<file path="src/rtl/ldr_pkg.sv">
package ldr_pkg;
    localparam int ADDR_W    = 40;
    localparam int LINE_LOG  = 7;                       // 128-byte sub-page
    localparam int SUBS_LOG  = 4;
    localparam int SUBS      = 1 << SUBS_LOG;
    localparam int TAG_W     = ADDR_W - LINE_LOG - SUBS_LOG;
    localparam int MAX_UNITS = 32;
    localparam int NODE_W    = $clog2(MAX_UNITS);

    typedef enum logic [1:0] {
        SP_INVALID = 2'd0,
        SP_SHARED  = 2'd1,
        SP_OWNED   = 2'd2,
        SP_LOCKED  = 2'd3
    } sp_state_e;

    typedef enum logic [1:0] {
        RQ_READ  = 2'd0,
        RQ_WRITE = 2'd1,
        RQ_LOCK  = 2'd2,
        RQ_PROBE = 2'd3
    } req_kind_e;

    typedef struct packed {
        logic [ADDR_W-1:0] addr;
        req_kind_e         kind;
        logic [NODE_W-1:0] origin;
    } ring_pkt_t;

    typedef struct packed {
        ring_pkt_t pkt;
        logic      miss;
    } loc_pkt_t;

    // Whether a sub-page held in state s can serve a request of kind k.
    function automatic logic state_serves(req_kind_e k, sp_state_e s);
        logic ok;
        unique case (k)
            RQ_READ:  ok = (s == SP_SHARED) || (s == SP_OWNED);
            RQ_WRITE: ok = (s == SP_OWNED);
            RQ_LOCK:  ok = (s == SP_OWNED);
            RQ_PROBE: ok = (s == SP_LOCKED);
        endcase
        return ok;
    endfunction
endpackage

</file>
<file path="src/rtl/ldr_slot.sv">
module ldr_slot #(
    parameter int W = 8
) (
    input  logic         clk,
    input  logic         rst_n,
    input  logic         push,
    input  logic [W-1:0] din,
    input  logic         pop,
    output logic         free,
    output logic         vld,
    output logic [W-1:0] dout
);
    typedef enum logic {SLOT_EMPTY, SLOT_FULL} slot_e;

    slot_e        st, st_nx;
    logic [W-1:0] data_q;

    always_ff @(posedge clk or negedge rst_n) begin
        if (!rst_n) st <= SLOT_EMPTY;
        else        st <= st_nx;
    end

    always_comb begin
        st_nx = st;
        unique case (st)
            SLOT_EMPTY: if (push)         st_nx = SLOT_FULL;
            SLOT_FULL:  if (pop && !push) st_nx = SLOT_EMPTY;
        endcase
    end

    always_ff @(posedge clk) begin
        if (push) data_q <= din;
    end

    always_comb begin
        vld  = (st == SLOT_FULL);
        free = (st == SLOT_EMPTY) || pop;
        dout = data_q;
    end

    // a push is only made into a buffer that has room this cycle
    a_r10_push_has_room: assert property (@(posedge clk) disable iff (!rst_n)
        push |-> free);

    // a held packet stays put while the consumer stalls
    a_r8_hold_stalled: assert property (@(posedge clk) disable iff (!rst_n)
        (vld && !pop) |=> (vld && $stable(dout)));
endmodule

</file>
<file path="src/rtl/ldr_dir.sv">
module ldr_dir
    import ldr_pkg::*;
#(
    parameter int ENTRIES = 8,
    localparam int SLOT_W = $clog2(ENTRIES)
) (
    input  logic              clk,
    input  logic              rst_n,
    input  logic              wr_en,
    input  logic [SLOT_W-1:0] wr_slot,
    input  logic              wr_valid,
    input  logic [TAG_W-1:0]  wr_tag,
    input  logic [SUBS*2-1:0] wr_states,
    input  logic [TAG_W-1:0]  lk_tag,
    input  logic [SUBS_LOG-1:0] lk_idx,
    input  req_kind_e         lk_kind,
    output logic              hit
);
    logic                     ent_v   [ENTRIES];
    logic [TAG_W-1:0]         ent_tag [ENTRIES];
    logic [SUBS-1:0][1:0]     ent_st  [ENTRIES];

    for (genvar g = 0; g < ENTRIES; g++) begin : g_ent
        always_ff @(posedge clk or negedge rst_n) begin
            if (!rst_n) begin
                ent_v[g]   <= 1'b0;
                ent_tag[g] <= '0;
                ent_st[g]  <= '0;
            end else if (wr_en && (wr_slot == SLOT_W'(g))) begin
                ent_v[g]   <= wr_valid;
                ent_tag[g] <= wr_tag;
                ent_st[g]  <= wr_states;
            end
        end
    end

    logic      found;
    sp_state_e sel_state;

    always_comb begin
        found     = 1'b0;
        sel_state = SP_INVALID;
        for (int i = 0; i < ENTRIES; i++) begin
            if (!found && ent_v[i] && (ent_tag[i] == lk_tag)) begin
                found     = 1'b1;
                sel_state = sp_state_e'(ent_st[i][lk_idx]);
            end
        end
        hit = found && state_serves(lk_kind, sel_state);
    end

    // an invalid sub-page never serves a request
    a_r3_invalid_never_serves: assert property (@(posedge clk) disable iff (!rst_n)
        hit |-> (sel_state != SP_INVALID));
endmodule

</file>
<file path="src/rtl/ldr_node.sv">
module ldr_node
    import ldr_pkg::*;
#(
    parameter int NODE_ID     = 3,
    parameter int DIR_ENTRIES = 8
) (
    input  logic                clk,
    input  logic                rst_n,
    input  logic                up_valid,
    output logic                up_ready,
    input  logic [ADDR_W-1:0]   up_addr,
    input  logic [1:0]          up_kind,
    input  logic [NODE_W-1:0]   up_origin,
    output logic                dn_valid,
    input  logic                dn_ready,
    output logic [ADDR_W-1:0]   dn_addr,
    output logic [1:0]          dn_kind,
    output logic [NODE_W-1:0]   dn_origin,
    input  logic                inj_valid,
    output logic                inj_ready,
    input  logic [ADDR_W-1:0]   inj_addr,
    input  logic [1:0]          inj_kind,
    output logic                loc_valid,
    input  logic                loc_ready,
    output logic [ADDR_W-1:0]   loc_addr,
    output logic [1:0]          loc_kind,
    output logic [NODE_W-1:0]   loc_origin,
    output logic                loc_miss,
    input  logic                dw_en,
    input  logic [$clog2(DIR_ENTRIES)-1:0] dw_slot,
    input  logic                dw_valid,
    input  logic [TAG_W-1:0]    dw_tag,
    input  logic [SUBS*2-1:0]   dw_states
);
    localparam logic [NODE_W-1:0] SELF = NODE_W'(NODE_ID);
    localparam int RING_W = $bits(ring_pkt_t);
    localparam int LOC_W  = $bits(loc_pkt_t);

    typedef enum logic [2:0] {RT_IDLE, RT_TAKE, RT_RETURN, RT_PASS} route_e;

    ring_pkt_t up_pkt, inj_pkt, ring_din, ring_q;
    loc_pkt_t  loc_din, loc_q;
    logic      dir_hit, ring_free, loc_free, ring_push, loc_push, ring_vld, loc_vld;
    logic      to_local, inj_go;
    logic [RING_W-1:0] ring_dout;
    logic [LOC_W-1:0]  loc_dout;
    route_e    route;

    assign up_pkt  = '{addr: up_addr, kind: req_kind_e'(up_kind), origin: up_origin};
    assign inj_pkt = '{addr: inj_addr, kind: req_kind_e'(inj_kind), origin: SELF};

    ldr_dir #(.ENTRIES(DIR_ENTRIES)) u_dir (
        .clk       (clk),
        .rst_n     (rst_n),
        .wr_en     (dw_en),
        .wr_slot   (dw_slot),
        .wr_valid  (dw_valid),
        .wr_tag    (dw_tag),
        .wr_states (dw_states),
        .lk_tag    (up_addr[ADDR_W-1 -: TAG_W]),
        .lk_idx    (up_addr[LINE_LOG +: SUBS_LOG]),
        .lk_kind   (req_kind_e'(up_kind)),
        .hit       (dir_hit)
    );

    // Route classification of the upstream request
    always_comb begin
        route = RT_IDLE;
        if (up_valid) begin
            if (dir_hit)                 route = RT_TAKE;
            else if (up_origin == SELF)  route = RT_RETURN;
            else                         route = RT_PASS;
        end
    end

    always_comb begin
        to_local  = (route == RT_TAKE) || (route == RT_RETURN);
        up_ready  = to_local ? loc_free : ring_free;
        inj_ready = ring_free && (route != RT_PASS);
        inj_go    = inj_valid && inj_ready;
        ring_push = ((route == RT_PASS) && ring_free) || inj_go;
        ring_din  = (route == RT_PASS) ? up_pkt : inj_pkt;
        loc_push  = to_local && loc_free;
        loc_din   = '{pkt: up_pkt, miss: (route == RT_RETURN)};
    end

    ldr_slot #(.W(RING_W)) u_ring_slot (
        .clk  (clk),
        .rst_n(rst_n),
        .push (ring_push),
        .din  (ring_din),
        .pop  (dn_ready),
        .free (ring_free),
        .vld  (ring_vld),
        .dout (ring_dout)
    );

    ldr_slot #(.W(LOC_W)) u_loc_slot (
        .clk  (clk),
        .rst_n(rst_n),
        .push (loc_push),
        .din  (loc_din),
        .pop  (loc_ready),
        .free (loc_free),
        .vld  (loc_vld),
        .dout (loc_dout)
    );

    assign ring_q     = ring_dout;
    assign loc_q      = loc_dout;
    assign dn_valid   = ring_vld;
    assign dn_addr    = ring_q.addr;
    assign dn_kind    = ring_q.kind;
    assign dn_origin  = ring_q.origin;
    assign loc_valid  = loc_vld;
    assign loc_addr   = loc_q.pkt.addr;
    assign loc_kind   = loc_q.pkt.kind;
    assign loc_origin = loc_q.pkt.origin;
    assign loc_miss   = loc_q.miss;

    // a served request reaches the local port next cycle, not as a miss
    a_r2_take_local: assert property (@(posedge clk) disable iff (!rst_n)
        (up_valid && up_ready && dir_hit) |=>
        (loc_valid && !loc_miss && loc_addr == $past(up_addr)));

    // an unserved request back at its origin is returned as a miss
    a_r6_return_miss: assert property (@(posedge clk) disable iff (!rst_n)
        (up_valid && up_ready && !dir_hit && up_origin == SELF) |=>
        (loc_valid && loc_miss && loc_origin == SELF));

    // an unserved foreign request is forwarded unchanged
    a_r4_forward: assert property (@(posedge clk) disable iff (!rst_n)
        (up_valid && up_ready && !dir_hit && up_origin != SELF) |=>
        (dn_valid && dn_addr == $past(up_addr) && dn_origin == $past(up_origin)));

    // an injected request leaves stamped with this node's number
    a_r7_inject_origin: assert property (@(posedge clk) disable iff (!rst_n)
        (inj_valid && inj_ready) |=> (dn_valid && dn_origin == SELF));
endmodule

</file>
<file path="config.mk">
export PLATFORM = sky130hd
export DESIGN_NAME = ldr_node
export DESIGN_NICKNAME = d
export VERILOG_FILES = /design/src/rtl/ldr_pkg.sv /design/src/rtl/ldr_slot.sv /design/src/rtl/ldr_dir.sv /design/src/rtl/ldr_node.sv
export SDC_FILE = /design/constraint.sdc
export NUM_CORES = 1
export LEC_CHECK = 0
export CAP_MARGIN = 5
export CORE_UTILIZATION = 45
export CTS_BUF_LIST = sky130_fd_sc_hd__clkbuf_4 sky130_fd_sc_hd__clkbuf_8 sky130_fd_sc_hd__clkbuf_16
export DETAILED_ROUTE_END_ITERATION = 12
export PLACE_DENSITY = 0.68
export SLEW_MARGIN = 10
export SYNTH_ARGS = -nofsm -noshare
export SYNTH_HDL_FRONTEND = slang
export SYNTH_SLANG_ARGS = --single-unit
</file>
<file path="constraint.sdc">
create_clock -name clk -period 6 [get_ports clk]
set_input_delay 1.2 -clock clk [delete_from_list [all_inputs] [get_ports clk]]
set_output_delay 1.2 -clock clk [all_outputs]
set_load 0.02 [all_outputs]
</file>
==> results.md <==
| Stage | Parameter | This run |
|---|---|---|
| die | Number of top-level design ports | 260 |
| routing | Initial DRC Count | 955 |
| logic synthesis | Post-synthesis cell count | 1723 |
| sta | Setup_tns | -0.216 ns |
| place | Final weighted congestion of routability-driven global placement | 0.898 |
| logic synthesis | Largest area contributor in the synthesized netlist | dfrtp_1 |
| pwr | Internal power | 8.76 mW |
| logic synthesis | Synth Register Bits | 593 |
| sta | Final min period | 6.22 ns |
| die | Std-Cell Rows | 89 |
| worst setup path | Origin of the critical flop-to-flop path | u_dir.ent_tag[6] |
| routing | Top sig layer | met4 |
| run status | Status | finished, violations left |
| worst setup path | FF-to-FF setup slack | 0.95 ns |
| pwr | Net Sw Power | 3.17 mW |
| pwr | Clock group share of total power | 0.345 |
| place | Number of I/O port buffers | 259 |
| clock tree | Insertion delay to the later sink of the worst-skew pair | 0.60 ns |
| global routing | Aggregate global-route resource usage | 0.245 |
| global routing | First-pass GRT wire length | 110 mm |
| logic synthesis | Total of warnings raised by yosys | 0 |
| sta | Clock Skew | 0.0197 ns |
| die | Area of the core region | 58900 µm² |
| logic synthesis | Cell with the most instances after synthesis | mux2_2 |
| pwr | Worst-case vdd ir drop | 194 µV |
| cells and area | Filler instances | 4574 |
| sta | Relative slew slack | 0.273 |
| worst setup path | Largest fanout on the critical path | 4 |
| clock tree | CTS root buffer | clkbuf_16 |
| worst setup path | Capturing point of the worst reg2reg path | u_ring_slot.dout[43] |
| place | Placed wire-length estimate after detailed placement | 48.7 mm |
| clock tree | Maximum clock insertion buffer count | 3 |
| pwr | Fraction of power consumed by sequential logic | 0.450 |
| cells and area | Nets@finish | 2326 |
| worst setup path | Maximum single-stage delay on the critical path | 0.38 ns |
| cells and area | Final Cell Area | 34700 µm² |
| logic synthesis | Share of flip-flops with an asynchronous set or reset after synthesis | 0.840 |
| pwr | Pwr Density | 344 nW/µm² |
| pwr | Logic pwr share | 0.205 |
| sta | Slew of the pin with the lowest slew margin | 1.09 ns |
| logic synthesis | Cells taking the most area after synthesis | dfrtp_1, mux2_2, edfxtp_1 |
| global routing | Initial antenna violation count | 1 |
| worst setup path | Cell count of the worst reg-to-reg path | 20 |
| routing | Routed wire length | 73.6 mm |
| sta | Setup Viol. Count Final | 1 |
| place | Placed cell area | 31500 µm² |
| die | Die X | 246 µm |
| cells and area | Share of cells above drive strength 1 | 0.477 |
| pwr | Static power due to leakage | 14.2 nW |
| die | Effective utilization at floorplan | 0.455 |
| run status | Violated checks | negative setup slack |
| clock tree | H-Tree Level Count | 3 |
| routing | First-pass detailed-route iteration total | 4 |
| logic synthesis | Mean area per synthesized cell | 15.5 µm² |
| logic synthesis | Unique masters post-synth | 47 |
| pwr | Net Sw Frac | 0.266 |
| clock tree | Clock Sinks | 593 |
| place | Instance count after placement with tap cells included | 2815 |
| global routing | Number of global-route vias before repair | 17300 |
| job | Number of max-cap violations | 0 |
| worst setup path | Crit path capture type | output port |
| pwr | Total chip power | 11.9 mW |
| worst hold path | HP Class | register to register |
| worst setup path | WP data arrival | 5.02 ns |
| routing | Met2 WL post-DR | 37.3 mm |
| routing | Residual DRC | 0 |
| routing | Post-Route M1 WL | 31.2 mm |
| logic synthesis | Number of nets in the synthesized netlist | 1890 |
| routing | Vias per Instance | 5.51 |
| logic synthesis | Sequential-to-total area share from yosys stat | 0.572 |
| sta | Final Worst Setup Slack | -0.216 ns |
| clock tree | CTS buffer count | 67 |
| worst setup path | Required time at the worst-slack endpoint | 4.80 ns |
| clock tree | CTS tree | yes |
| worst setup path | Critical path start-end classification | primary input to output port |
| sta | Highest clock rate | 161 MHz |
| global routing | Sum of overflow across all layers after global routing | 0 |
| cells and area | Growth of design area from synthesis to finish | 29.4% |
| cells and area | Sequential cell area | 15300 µm² |
| logic synthesis | Share of the synthesized area in the top cell type | 0.465 |
| cells and area | Non-filler cells in the finished layout | 2981 |
| sta | Share of the cycle needed by the critical path after routing | 1.04 |
| worst setup path | Worst setup path endpoint | up_ready |
| die | Overall die area | 60500 µm² |
| logic synthesis | Number of synthesized flops with an enable pin | 95 |
| die | Vertical die dimension | 246 µm |
| worst setup path | Slowest cell on crit path | nor4_4 |
| sta | Number of failing hold endpoints at the final stage | 0 |
| routing | Via count | 16400 |
| logic synthesis | Post-synthesis instance area | 26800 µm² |
| routing | Met3 routed WL | 3.19 mm |
| sta | Pins over their slew limit | 0 |
| worst setup path | Critical path launch point type | primary input |
| clock tree | Clock transition at the registers of the reported paths | 0.05 ns |
| sta | Setup repair after global routing missed its margin | true |
| global routing | Pin count of the biggest net entering global routing | 128 |
| routing | Average detailed-routed wire length per instance | 24.7 µm |
| cells and area | Area used by multi-input combinational logic | 11500 µm² |
| worst setup path | Sequence of cells on the critical path | clkdlybuf4s15_2 -> buf_6 -> xor2_2 -> nor4_4 -> nand4_1 -> nor4_2 -> buf_4 -> nand4_1 -> a31o_2 -> a21oi_2 -> ha_2 -> a22oi_2 -> nor2_1 -> a21oi_1 -> a41o_2 -> and2_4 -> ha_4 -> mux2i_1 -> buf_4 |
| logic synthesis | Most common library cells after synthesis | mux2_2, dfrtp_1, xnor2_1, xor2_1, edfxtp_1 |
| routing | DRT antenna net count | 0 |
| cells and area | Final Core Density | 0.588 |
| worst setup path | Setup crit start | up_addr[28] |
| logic synthesis | Predominant post-synthesis flop cell | dfrtp_1 |
==> worst min path at each step <==
stage,from,end,slack [ns],cells after the start
3_3_place_gp,u_dir.ent_st[6],u_dir.ent_st[6],0.48,1
5_1_grt,u_dir.ent_st[21],u_dir.ent_st[21],0.51,1
3_5_place_dp,u_dir.ent_st[5],u_dir.ent_st[5],0.49,1
2_1_floorplan,u_dir.ent_st[12],u_dir.ent_st[12],0.47,1
6_report,u_dir.ent_st[69],u_dir.ent_st[69],0.50,1
4_1_cts,u_dir.ent_st[5],u_dir.ent_st[5],0.50,1
==> sequential cells by signal, indices dropped and copies added, names as in the netlist <==
signal	flops
u_dir.ent_tag	232
u_loc_slot.vld	1
u_ring_slot.dout	47
u_loc_slot.dout	48
u_dir.ent_st	256
u_dir.ent_v	8
u_ring_slot.vld	1
==> area by class of cell <==
cell class / count / share of cell area
Timing Repair Buffer: 474 / 0.133
Multi-Input combinational cell: 1019 / 0.332
Antenna cell: 1 / 0.0000722
Inverter: 4 / 0.000433
Clock inverter: 16 / 0.00343
Clock buffer: 101 / 0.0608
Sequential cell: 593 / 0.442
Tap cell: 773 / 0.0279
==> layout by cell type, fill, tap and decap left out, drive strengths merged, types with 2 or more instances in the layout <==
master,instances
clkinv,11
edfxtp,95
mux4,75
buf,234
a21oi,4
and2,8
mux2i,5
or4,4
nor3,2
o22ai,2
nand4,38
o21ai,2
clkbuf,110
a31oi,2
clkdlybuf4s50,224
nand2b,7
nor2b,5
clkinvlp,2
dfrtp,498
nor2,9
inv,6
nor4,33
nand2,14
xor2,100
ha,6
nor3b,2
dlygate4sd2,2
nand3,8
mux2,540
clkdlybuf4s15,5
xnor2,132
nand4b,5
a22oi,5
==> logic make-up (layout without fill, tap and decap cells) <==
| family | after synthesis | in the layout | synth area share |
|---|---|---|---|
| other | 0 | 1 | 0 |
| buffers and inverters | 111 | 595 | 0.0200 |
| AND/OR/NAND/NOR | 136 | 136 | 0.0303 |
| AO/OA/AOI/OAI | 25 | 25 | 0.00705 |
| flip-flops | 593 | 593 | 0.572 |
| adder cells (fa/ha/maj) | 6 | 6 | 0.00280 |
| XOR/XNOR | 232 | 232 | 0.0761 |
| multiplexers | 620 | 620 | 0.292 |
==> per-stage QoR <==
| step | setup slack (ns) | hold slack [ns] |
|---|---|---|
| after floorplan | 0.0819 | 0.474 |
| after global routing | -0.327 | 0.508 |
| after CTS | -0.207 | 0.500 |
| after global placement | -1.31 | 0.481 |
| after detailed placement | -1.32 | 0.488 |
| final | -0.216 | 0.499 |
==> critical path: cells and delay by family <==
kind	cells	cell delay (ns)
multiplexers	1	0.19
AO/OA/AOI/OAI	5	0.88
XOR/XNOR	1	0.19
adder cells (fa/ha/maj)	2	0.46
buffers and inverters	4	0.71
AND/OR/NAND/NOR	6	1.35
==> power groups by stage <==
| stage | Sequential [mW] | Combinational, mW | Clock (mW) |
|---|---|---|---|
| floorplan | 5.35 | 1.38 | 0 |
| global placement | 5.36 | 2.29 | 0 |
| detailed placement | 5.40 | 2.34 | 0 |
| CTS | 5.35 | 2.43 | 4.19 |
| global route | 5.46 | 2.59 | 4.35 |
| finish | 5.37 | 2.45 | 4.12 |
==> repair_timing <==
action | in CTS | in global routing
setup endpoints to repair | 49 | 2
cloned | 0 | 1
setup buffers | 38 | 13
gates resized for setup | 166 | 48
hold buffers | 0 | 0
pin swaps | 48 | 39
==> routing by layer <==
layer / GRT usage / vias up
met5: 0 / -
met4: 0.0765 / 0
met3: 0.0400 / 106
met2: 0.412 / 394
met1: 0.325 / 8769
li1: - / 7158
Note: power is estimated with default switching activity, not from simulation.
